### src/rtl/usbhs_pkg.sv
package usbhs_pkg;

    typedef enum logic [1:0] {
        EP_DISABLED = 2'b00,
        EP_STALL    = 2'b01,
        EP_NAK      = 2'b10,
        EP_VALID    = 2'b11
    } ep_stat_e;

    typedef enum logic [1:0] {
        HS_NONE   = 2'b00,
        HS_STALL  = 2'b01,
        HS_NAK    = 2'b10,
        HS_ACCEPT = 2'b11
    } hs_e;

    typedef enum logic {
        FLAG_IDLE    = 1'b0,
        FLAG_PENDING = 1'b1
    } flag_state_e;

endpackage

### src/rtl/usbhs_ep_slot.sv
module usbhs_ep_slot
    import usbhs_pkg::*;
(
    input  logic       clk,
    input  logic       rst_n,
    input  logic       bus_rst,
    input  logic       force_nak,
    input  logic       wr_en,
    input  logic [1:0] wr_val,
    input  logic       busy,
    output ep_stat_e   stat,
    output logic       wr_taken
);

    ep_stat_e cur_q, nxt;
    logic     wr_ok;

    always_ff @(posedge clk or negedge rst_n) begin
        if (!rst_n) cur_q <= EP_DISABLED;
        else        cur_q <= nxt;
    end

    always_comb begin
        nxt   = cur_q;
        wr_ok = 1'b0;
        unique case (cur_q)
            EP_DISABLED, EP_STALL, EP_NAK: wr_ok = wr_en;
            EP_VALID:                      wr_ok = wr_en && !busy;  // locked hold
        endcase
        if (wr_ok)     nxt = ep_stat_e'(wr_val);
        if (force_nak) nxt = EP_NAK;
        if (bus_rst)   nxt = EP_DISABLED;
    end

    always_comb begin
        stat     = cur_q;
        wr_taken = wr_ok && !force_nak && !bus_rst;
    end

    a_r7_reset_disables: assert property (@(posedge clk) disable iff (!rst_n)
        bus_rst |=> (stat == EP_DISABLED));

    a_r2_force_to_nak: assert property (@(posedge clk) disable iff (!rst_n)
        (force_nak && !bus_rst) |=> (stat == EP_NAK));

    a_r10_locked_write: assert property (@(posedge clk) disable iff (!rst_n)
        (stat == EP_VALID && busy && !force_nak && !bus_rst) |=> (stat == EP_VALID));

endmodule

### src/rtl/usbhs_xfer_latch.sv
module usbhs_xfer_latch
    import usbhs_pkg::*;
#(
    parameter int EP_W  = 2,
    parameter int PID_W = 4
) (
    input  logic             clk,
    input  logic             rst_n,
    input  logic             done,
    input  logic [EP_W-1:0]  done_ep,
    input  logic [PID_W-1:0] done_pid,
    input  logic             clr,
    output logic             flag,
    output logic [EP_W-1:0]  last_ep,
    output logic [PID_W-1:0] last_pid
);

    flag_state_e      st_q, st_nxt;
    logic             capture;
    logic [EP_W-1:0]  ep_q;
    logic [PID_W-1:0] pid_q;

    always_ff @(posedge clk or negedge rst_n) begin
        if (!rst_n) begin
            st_q  <= FLAG_IDLE;
            ep_q  <= '0;
            pid_q <= '0;
        end else begin
            st_q <= st_nxt;
            if (capture) begin
                ep_q  <= done_ep;
                pid_q <= done_pid;
            end
        end
    end

    always_comb begin
        st_nxt  = st_q;
        capture = 1'b0;
        unique case (st_q)
            FLAG_IDLE: if (done) begin            // raise
                st_nxt  = FLAG_PENDING;
                capture = 1'b1;
            end
            FLAG_PENDING: if (clr && done) begin  // re-arm
                capture = 1'b1;
            end else if (clr) begin               // clear
                st_nxt = FLAG_IDLE;
            end
        endcase
    end

    always_comb begin
        flag     = (st_q == FLAG_PENDING);
        last_ep  = ep_q;
        last_pid = pid_q;
    end

    a_r4_flag_raised: assert property (@(posedge clk) disable iff (!rst_n)
        done |=> flag);

    a_r6_flag_cleared: assert property (@(posedge clk) disable iff (!rst_n)
        (flag && clr && !done) |=> !flag);

    a_r5_info_frozen: assert property (@(posedge clk) disable iff (!rst_n)
        (flag && !clr) |=> ($stable(last_pid) && $stable(last_ep)));

    a_r6_event_wins: assert property (@(posedge clk) disable iff (!rst_n)
        (flag && clr && done) |=> (flag && last_pid == $past(done_pid)));

endmodule

### src/rtl/usbhs_resp.sv
module usbhs_resp
    import usbhs_pkg::*;
(
    input  ep_stat_e stat,
    input  logic     pending,
    input  logic     hit,
    output hs_e      hs
);

    always_comb begin
        hs = HS_NONE;
        if (hit) begin
            unique case (stat)
                EP_DISABLED: hs = HS_NONE;
                EP_STALL:    hs = HS_STALL;
                EP_NAK:      hs = HS_NAK;
                EP_VALID:    hs = pending ? HS_NAK : HS_ACCEPT;
            endcase
        end
    end

endmodule

### src/rtl/usb_ep_handshake_ctrl.sv
module usb_ep_handshake_ctrl
    import usbhs_pkg::*;
#(
    parameter int NUM_EP = 3,
    parameter int EP_W   = $clog2(NUM_EP),
    parameter int ADDR_W = 7,
    parameter int PID_W  = 4,
    parameter int CNT_W  = 4,
    parameter int DATA_W = 8,
    parameter int REG_AW = $clog2(2 + 2 * NUM_EP)
) (
    input  logic              clk,
    input  logic              rst_n,
    input  logic              bus_reset,
    input  logic [EP_W-1:0]   tok_ep,
    input  logic              tok_dir,
    input  logic [ADDR_W-1:0] tok_addr,
    input  logic              tok_active,
    input  logic              done_valid,
    input  logic [EP_W-1:0]   done_ep,
    input  logic              done_dir,
    input  logic              done_setup,
    input  logic [PID_W-1:0]  done_pid,
    input  logic              cpu_we,
    input  logic [REG_AW-1:0] cpu_addr,
    input  logic [DATA_W-1:0] cpu_wdata,
    output logic [1:0]        hs_answer,
    output logic [CNT_W-1:0]  tx_bytes,
    output logic              ctr_flag,
    output logic [PID_W-1:0]  last_pid,
    output logic [EP_W-1:0]   last_ep,
    output logic [ADDR_W-1:0] dev_addr
);

    localparam int CNT_LSB = DATA_W - CNT_W;
    localparam logic [REG_AW-1:0] A_DEVADDR = REG_AW'(0);
    localparam logic [REG_AW-1:0] A_FLAG    = REG_AW'(1);
    localparam int TX_BASE = 2;
    localparam int RX_BASE = 2 + NUM_EP;
    localparam logic [EP_W:0] NUM_EP_C = (EP_W + 1)'(NUM_EP);

    ep_stat_e          stat_arr  [NUM_EP][2];
    logic              taken_arr [NUM_EP][2];
    logic [CNT_W-1:0]  cnt_q     [NUM_EP];
    logic [ADDR_W-1:0] addr_q;
    logic              flag_clr;
    logic              in_range;
    logic              hit;
    ep_stat_e          sel_stat;
    hs_e               hs;

    for (genvar e = 0; e < NUM_EP; e++) begin : g_ep
        for (genvar d = 0; d < 2; d++) begin : g_dir
            localparam logic [REG_AW-1:0] MY_ADDR =
                REG_AW'((d == 1) ? (TX_BASE + e) : (RX_BASE + e));
            usbhs_ep_slot u_slot (
                .clk       (clk),
                .rst_n     (rst_n),
                .bus_rst   (bus_reset),
                .force_nak (done_valid && done_ep == EP_W'(e) &&
                            (done_setup || done_dir == 1'(d))),
                .wr_en     (cpu_we && cpu_addr == MY_ADDR),
                .wr_val    (cpu_wdata[1:0]),
                .busy      (tok_active && tok_ep == EP_W'(e) && tok_dir == 1'(d)),
                .stat      (stat_arr[e][d]),
                .wr_taken  (taken_arr[e][d])
            );
        end

        always_ff @(posedge clk or negedge rst_n) begin
            if (!rst_n)              cnt_q[e] <= '0;
            else if (taken_arr[e][1]) cnt_q[e] <= cpu_wdata[CNT_LSB +: CNT_W];
        end
    end

    always_ff @(posedge clk or negedge rst_n) begin
        if (!rst_n)                              addr_q <= '0;
        else if (bus_reset)                      addr_q <= '0;
        else if (cpu_we && cpu_addr == A_DEVADDR) addr_q <= cpu_wdata[ADDR_W-1:0];
    end

    assign flag_clr = cpu_we && cpu_addr == A_FLAG && !cpu_wdata[0];

    usbhs_xfer_latch #(.EP_W(EP_W), .PID_W(PID_W)) u_latch (
        .clk      (clk),
        .rst_n    (rst_n),
        .done     (done_valid),
        .done_ep  (done_ep),
        .done_pid (done_pid),
        .clr      (flag_clr),
        .flag     (ctr_flag),
        .last_ep  (last_ep),
        .last_pid (last_pid)
    );

    always_comb begin
        in_range = ({1'b0, tok_ep} < NUM_EP_C);
        hit      = in_range && (tok_addr == addr_q);
        sel_stat = in_range ? stat_arr[tok_ep][tok_dir] : EP_DISABLED;
        tx_bytes = in_range ? cnt_q[tok_ep] : '0;
    end

    usbhs_resp u_resp (
        .stat    (sel_stat),
        .pending (ctr_flag),
        .hit     (hit),
        .hs      (hs)
    );

    assign hs_answer = hs;
    assign dev_addr  = addr_q;

    a_r7_addr_zeroed: assert property (@(posedge clk) disable iff (!rst_n)
        bus_reset |=> (dev_addr == '0));

    a_r4_pending_naks: assert property (@(posedge clk) disable iff (!rst_n)
        (ctr_flag && hit && sel_stat == EP_VALID) |-> (hs_answer == HS_NAK));

    a_r11_addr_mismatch: assert property (@(posedge clk) disable iff (!rst_n)
        (tok_addr != dev_addr) |-> (hs_answer == HS_NONE));

endmodule

### config.mk
export PLATFORM = sky130hd
export DESIGN_NAME = usb_ep_handshake_ctrl
export DESIGN_NICKNAME = d
export VERILOG_FILES = /design/src/rtl/usbhs_pkg.sv /design/src/rtl/usbhs_ep_slot.sv /design/src/rtl/usbhs_xfer_latch.sv /design/src/rtl/usbhs_resp.sv /design/src/rtl/usb_ep_handshake_ctrl.sv
export SDC_FILE = /design/constraint.sdc
export NUM_CORES = 1
export LEC_CHECK = 0
export ABC_CLOCK_PERIOD_IN_PS = 1410
export BUFFER_PORTS_ARGS = -buffer_cell sky130_fd_sc_hd__buf_2
export CAP_MARGIN = 0
export CORE_AREA = 2 2 70 72
export DETAILED_ROUTE_END_ITERATION = 10
export DIE_AREA = 0 0 72 74
export GPL_ROUTABILITY_DRIVEN = 0
export PLACE_DENSITY = 0.75
export SYNTH_ARGS = -nofsm -noshare
export SYNTH_HDL_FRONTEND = slang
export SYNTH_SLANG_ARGS = --single-unit
### constraint.sdc
create_clock -name clk -period 1.41 [get_ports clk]
set_clock_uncertainty 0.05 [all_clocks]
set_input_delay 0.282 -clock clk [delete_from_list [all_inputs] [get_ports clk]]
set_output_delay 0.282 -clock clk [all_outputs]
set_load 0.01 [all_outputs]
==> impl_metrics.prom <==
# TYPE chip_impl_metric gauge
chip_impl_metric{name="wl_per_cell",unit="um"} 16.4
chip_impl_metric{name="fp.dieH",unit="um"} 74
chip_impl_metric{name="maxClockFrequency",unit="GHz"} 0.488
chip_impl_metric{name="multi_input_area",unit="um2"} 1180
chip_impl_metric{name="dr.pass1.iters",unit=""} 4
chip_impl_metric{name="report.final.hold_viol_count",unit=""} 0
chip_impl_info{name="synth-main-ff-cell",value="sky130_fd_sc_hd__dfrtp_1"} 1
chip_impl_metric{name="post-synth-top-area-fraction",unit="%"} 44.6
chip_impl_metric{name="grt.total_usage",unit="%"} 22.8
chip_impl_metric{name="globalRouteMet2Util",unit="%"} 37.8
chip_impl_metric{name="timing.critical_path.required",unit="ns"} 1.08
chip_impl_info{name="setup.worst_path.class",value="register to output pin"} 1
chip_impl_metric{name="synth.mux.area_fraction",unit="%"} 17.8
chip_impl_metric{name="dp_hpwl",unit="mm"} 4.28
chip_impl_metric{name="design.portCount",unit=""} 55
chip_impl_metric{name="insertedDiodeCount",unit=""} 0
chip_impl_metric{name="count_of_state_elements_after_synthesis",unit=""} 38
chip_impl_info{name="final_common_cell",value="sky130_fd_sc_hd__buf_4"} 1
chip_impl_info{name="mostFrequentLayoutCells",value="54 x sky130_fd_sc_hd__buf_4, 53 x sky130_fd_sc_hd__buf_2, 38 x sky130_fd_sc_hd__dfrtp_1, 26 x sky130_fd_sc_hd__nand2_1, 13 x sky130_fd_sc_hd__mux2_2"} 1
chip_impl_info{name="outcome",value="complete, but fails checks"} 1
chip_impl_metric{name="async_reset_ff_share",unit="%"} 100
chip_impl_metric{name="cts.htree.levels",unit=""} 2
chip_impl_metric{name="grt_pass1_vias",unit=""} 1984
chip_impl_info{name="largest_cells_by_area_after_synthesis",value="sky130_fd_sc_hd__dfrtp_1 45%, sky130_fd_sc_hd__mux2_2 7.4%, sky130_fd_sc_hd__mux2_4 5.6%"} 1
chip_impl_metric{name="fp-row-count",unit=""} 25
chip_impl_metric{name="area.sequential",unit="um2"} 951
chip_impl_info{name="tritoncts",value="built"} 1
chip_impl_metric{name="yosys.area_share.simple",unit="%"} 20.4
chip_impl_metric{name="die_area",unit="um2"} 5330
chip_impl_metric{name="filler_cell_count_in_the_final_layout",unit=""} 325
chip_impl_metric{name="worst_pin_slew",unit="ns"} 0.302
chip_impl_metric{name="grt_overflow",unit=""} 0
chip_impl_metric{name="synth-adder-area-share",unit="%"} 0
chip_impl_info{name="grt_setup_unrepaired",value="true"} 1
chip_impl_metric{name="finish.net_count",unit=""} 357
chip_impl_metric{name="post_route_cells_drive_above_1_share",unit="%"} 50.2
chip_impl_metric{name="areaGrowthSynthToFinish",unit="%"} 46.9
chip_impl_metric{name="syn-cell-area",unit="um2"} 2130
chip_impl_metric{name="numCtsBuffers",unit=""} 5
chip_impl_metric{name="maxSlewViolCount",unit=""} 0
chip_impl_metric{name="max_slew_margin",unit="%"} 79.6
chip_impl_metric{name="io_buffer_count",unit=""} 54
chip_impl_metric{name="ant_nets",unit=""} 0
chip_impl_info{name="failing_checks",value="setup timing"} 1
chip_impl_metric{name="worst_path_arrival_time",unit="ns"} 1.72
chip_impl_metric{name="ff2ff_setup_slack",unit="ns"} -0.22
chip_impl_metric{name="synth_area_per_cell",unit="um2"} 10.2
chip_impl_metric{name="final.setup.tns",unit="ns"} -3.02
chip_impl_info{name="critPathLaunchType",value="register"} 1
chip_impl_metric{name="worst-path-max-fanout",unit=""} 2
chip_impl_info{name="hold_path.class",value="input pin to register"} 1
chip_impl_info{name="end_kind",value="output pin"} 1
chip_impl_metric{name="p_leak",unit="nW"} 1.55
chip_impl_metric{name="clkTransAtPathRegs",unit="ns"} 0.08
chip_impl_metric{name="global_route_wire_length_before_repair",unit="mm"} 9.25
chip_impl_metric{name="total_of_warnings_raised_by_yosys",unit=""} 0
chip_impl_metric{name="global_route.usage.met1",unit="%"} 29.4
chip_impl_metric{name="num_vias",unit=""} 2066
chip_impl_metric{name="clock_latency",unit="ns"} 0.30
chip_impl_metric{name="worst_slack",unit="ns"} -0.640
chip_impl_metric{name="remaining_drc_errors",unit=""} 0
chip_impl_metric{name="synth_fp_nets",unit=""} 244
chip_impl_metric{name="ys_seq_area_share",unit="%"} 44.6
chip_impl_info{name="cts-root-buf",value="sky130_fd_sc_hd__clkbuf_8"} 1
chip_impl_metric{name="largest_net_degree_at_the_start_of_global_routing",unit=""} 39
chip_impl_metric{name="layoutNonFillerInstCount",unit=""} 377
chip_impl_metric{name="report.final.setup_viol",unit=""} 15
chip_impl_metric{name="design.core.area",unit="um2"} 4600
chip_impl_metric{name="synth-xor-area-share",unit="%"} 2.88
chip_impl_metric{name="synth_compound_area_share",unit="%"} 10.6
chip_impl_metric{name="dp.cells",unit=""} 360
chip_impl_metric{name="ir_worst_vdd",unit="V"} 0.000793
chip_impl_metric{name="detailedPlace.worstSlack",unit="ns"} -0.477
chip_impl_metric{name="floorplan.die.width",unit="um"} 72
chip_impl_metric{name="number_of_max_cap_violations",unit=""} 0
chip_impl_metric{name="synthCells",unit=""} 209
chip_impl_metric{name="netlist-cell-type-count",unit=""} 36
chip_impl_info{name="synth_area_leader_cell",value="sky130_fd_sc_hd__dfrtp_1"} 1
chip_impl_metric{name="clk_path_buf_depth",unit=""} 2
chip_impl_metric{name="finalPower",unit="mW"} 3.22
chip_impl_metric{name="drt-initial-drc-count",unit=""} 187
chip_impl_metric{name="tritoncts_sink_count",unit=""} 38
chip_impl_metric{name="pwr_density_cell",unit="nW/um2"} 1030
chip_impl_info{name="grt-busiest-layer",value="met2"} 1
chip_impl_metric{name="antenna_found_initial",unit=""} 0
chip_impl_metric{name="fin_crit_sh",unit="%"} 145
chip_impl_metric{name="gr-usage-met3",unit="%"} 5.42
chip_impl_info{name="dominant_combinational_cell_family_by_area_after_synthesis",value="simple AND/OR/NAND/NOR gates"} 1
chip_impl_metric{name="via_per_inst",unit=""} 5.48
chip_impl_metric{name="post_route_utilization",unit="%"} 68.1
chip_impl_metric{name="final.min_clock_period",unit="ns"} 2.05
chip_impl_metric{name="initial_core_util",unit="%"} 46.4
chip_impl_metric{name="finalWirelength",unit="mm"} 6.19
chip_impl_metric{name="synth_enable_flop_cells",unit=""} 0
sequential cells by signal (all words and copies together) (netlist names):
register and count:
u_latch.last_pid 4, u_latch.flag 1, dev_addr 7, cnt_q 12, g_ep.g_dir.u_slot.stat 12, u_latch.last_ep 2
layer usage:
metal | part of all wire [%] | up-vias
li1 | - | 974
met5 | 0 | -
met2 | 50 | 78
met3 | 6.0 | 19
met4 | 2.8 | 0
met1 | 42 | 995
worst paths after layout:
kind / depth (start not counted) / endpoint / from
setup / recovery: 5 / hs_answer[0] / g_ep[0].g_dir[0].u_slot.stat[0]
hold / removal: 2 / u_latch.last_pid[2] / done_pid[2]
setup reg to reg: 6 / cnt_q[0] / g_ep[2].g_dir[1].u_slot.stat[1]
hold reg to reg: 1 / cnt_q[7] / cnt_q[7]
max in group asynchronous: 3 / u_latch.flag / rst_n
min in group asynchronous: 3 / cnt_q[5] / rst_n
critical path, cell delays in order, from the launching register on:
cell and delay (ns):
sky130_fd_sc_hd__dfrtp_1 0.41, sky130_fd_sc_hd__mux4_2 0.48, sky130_fd_sc_hd__a22oi_1 0.20, sky130_fd_sc_hd__nor3_1 0.08, sky130_fd_sc_hd__o21a_1 0.11, sky130_fd_sc_hd__buf_2 0.13
cell families (layout without fill, tap and decap cells):
group,after synthesis,in the layout
buf+inv,17,131
simple gates,81,81
compound gates,35,35
mux,31,31
xor+xnor,7,7
flops,38,38
stage by stage:
stage | instance area (um2) | hold WS [ns]
2_1_floorplan | 2150 | -0.0636
3_3_place_gp | 2830 | 0.212
3_5_place_dp | 2830 | 0.211
4_1_cts | 3000 | 0.167
5_1_grt | 3130 | 0.168
6_report | 3130 | 0.161
final cells by class:
type,instances,area share (%)
Multi-Input combinational cell,154,37.6
Clock buffer,5,2.20
Timing Repair Buffer,115,24.5
Sequential cell,38,30.4
Tap cell,54,2.16
Inverter,8,0.959
Clock inverter,3,2.20
repair_timing:
item | in CTS | in global routing
hold buffers | 1 | 0
gates resized for setup | 2 | 22
endpoints found under the setup margin | 18 | 27
pin swaps | 0 | 2
endpoints found under the hold margin | 38 | 0
buffers inserted | 2 | 6
synthesized netlist by cell type (all sizes together) (2+ instances only):
library cell  number
nand2b             5
nand2             26
nand3b             3
or3                3
and3               4
and4bb             2
a31oi              3
nor3               7
a41oi              4
nor2              12
nand3              4
o21ai              9
xnor2              7
dfrtp             38
a21oi             12
nand4b             3
nor2b              4
buf                3
mux2              22
inv                8
nand4              7
mux2i              8
clkbuf             6
power by group:
part	internal [mW]	switching, mW	total (mW)
clock network	0.709	0.430	1.14
logic	0.421	0.326	0.748
registers	1.24	0.0867	1.33
No activity file was read; power rests on OpenSTA's default activity.
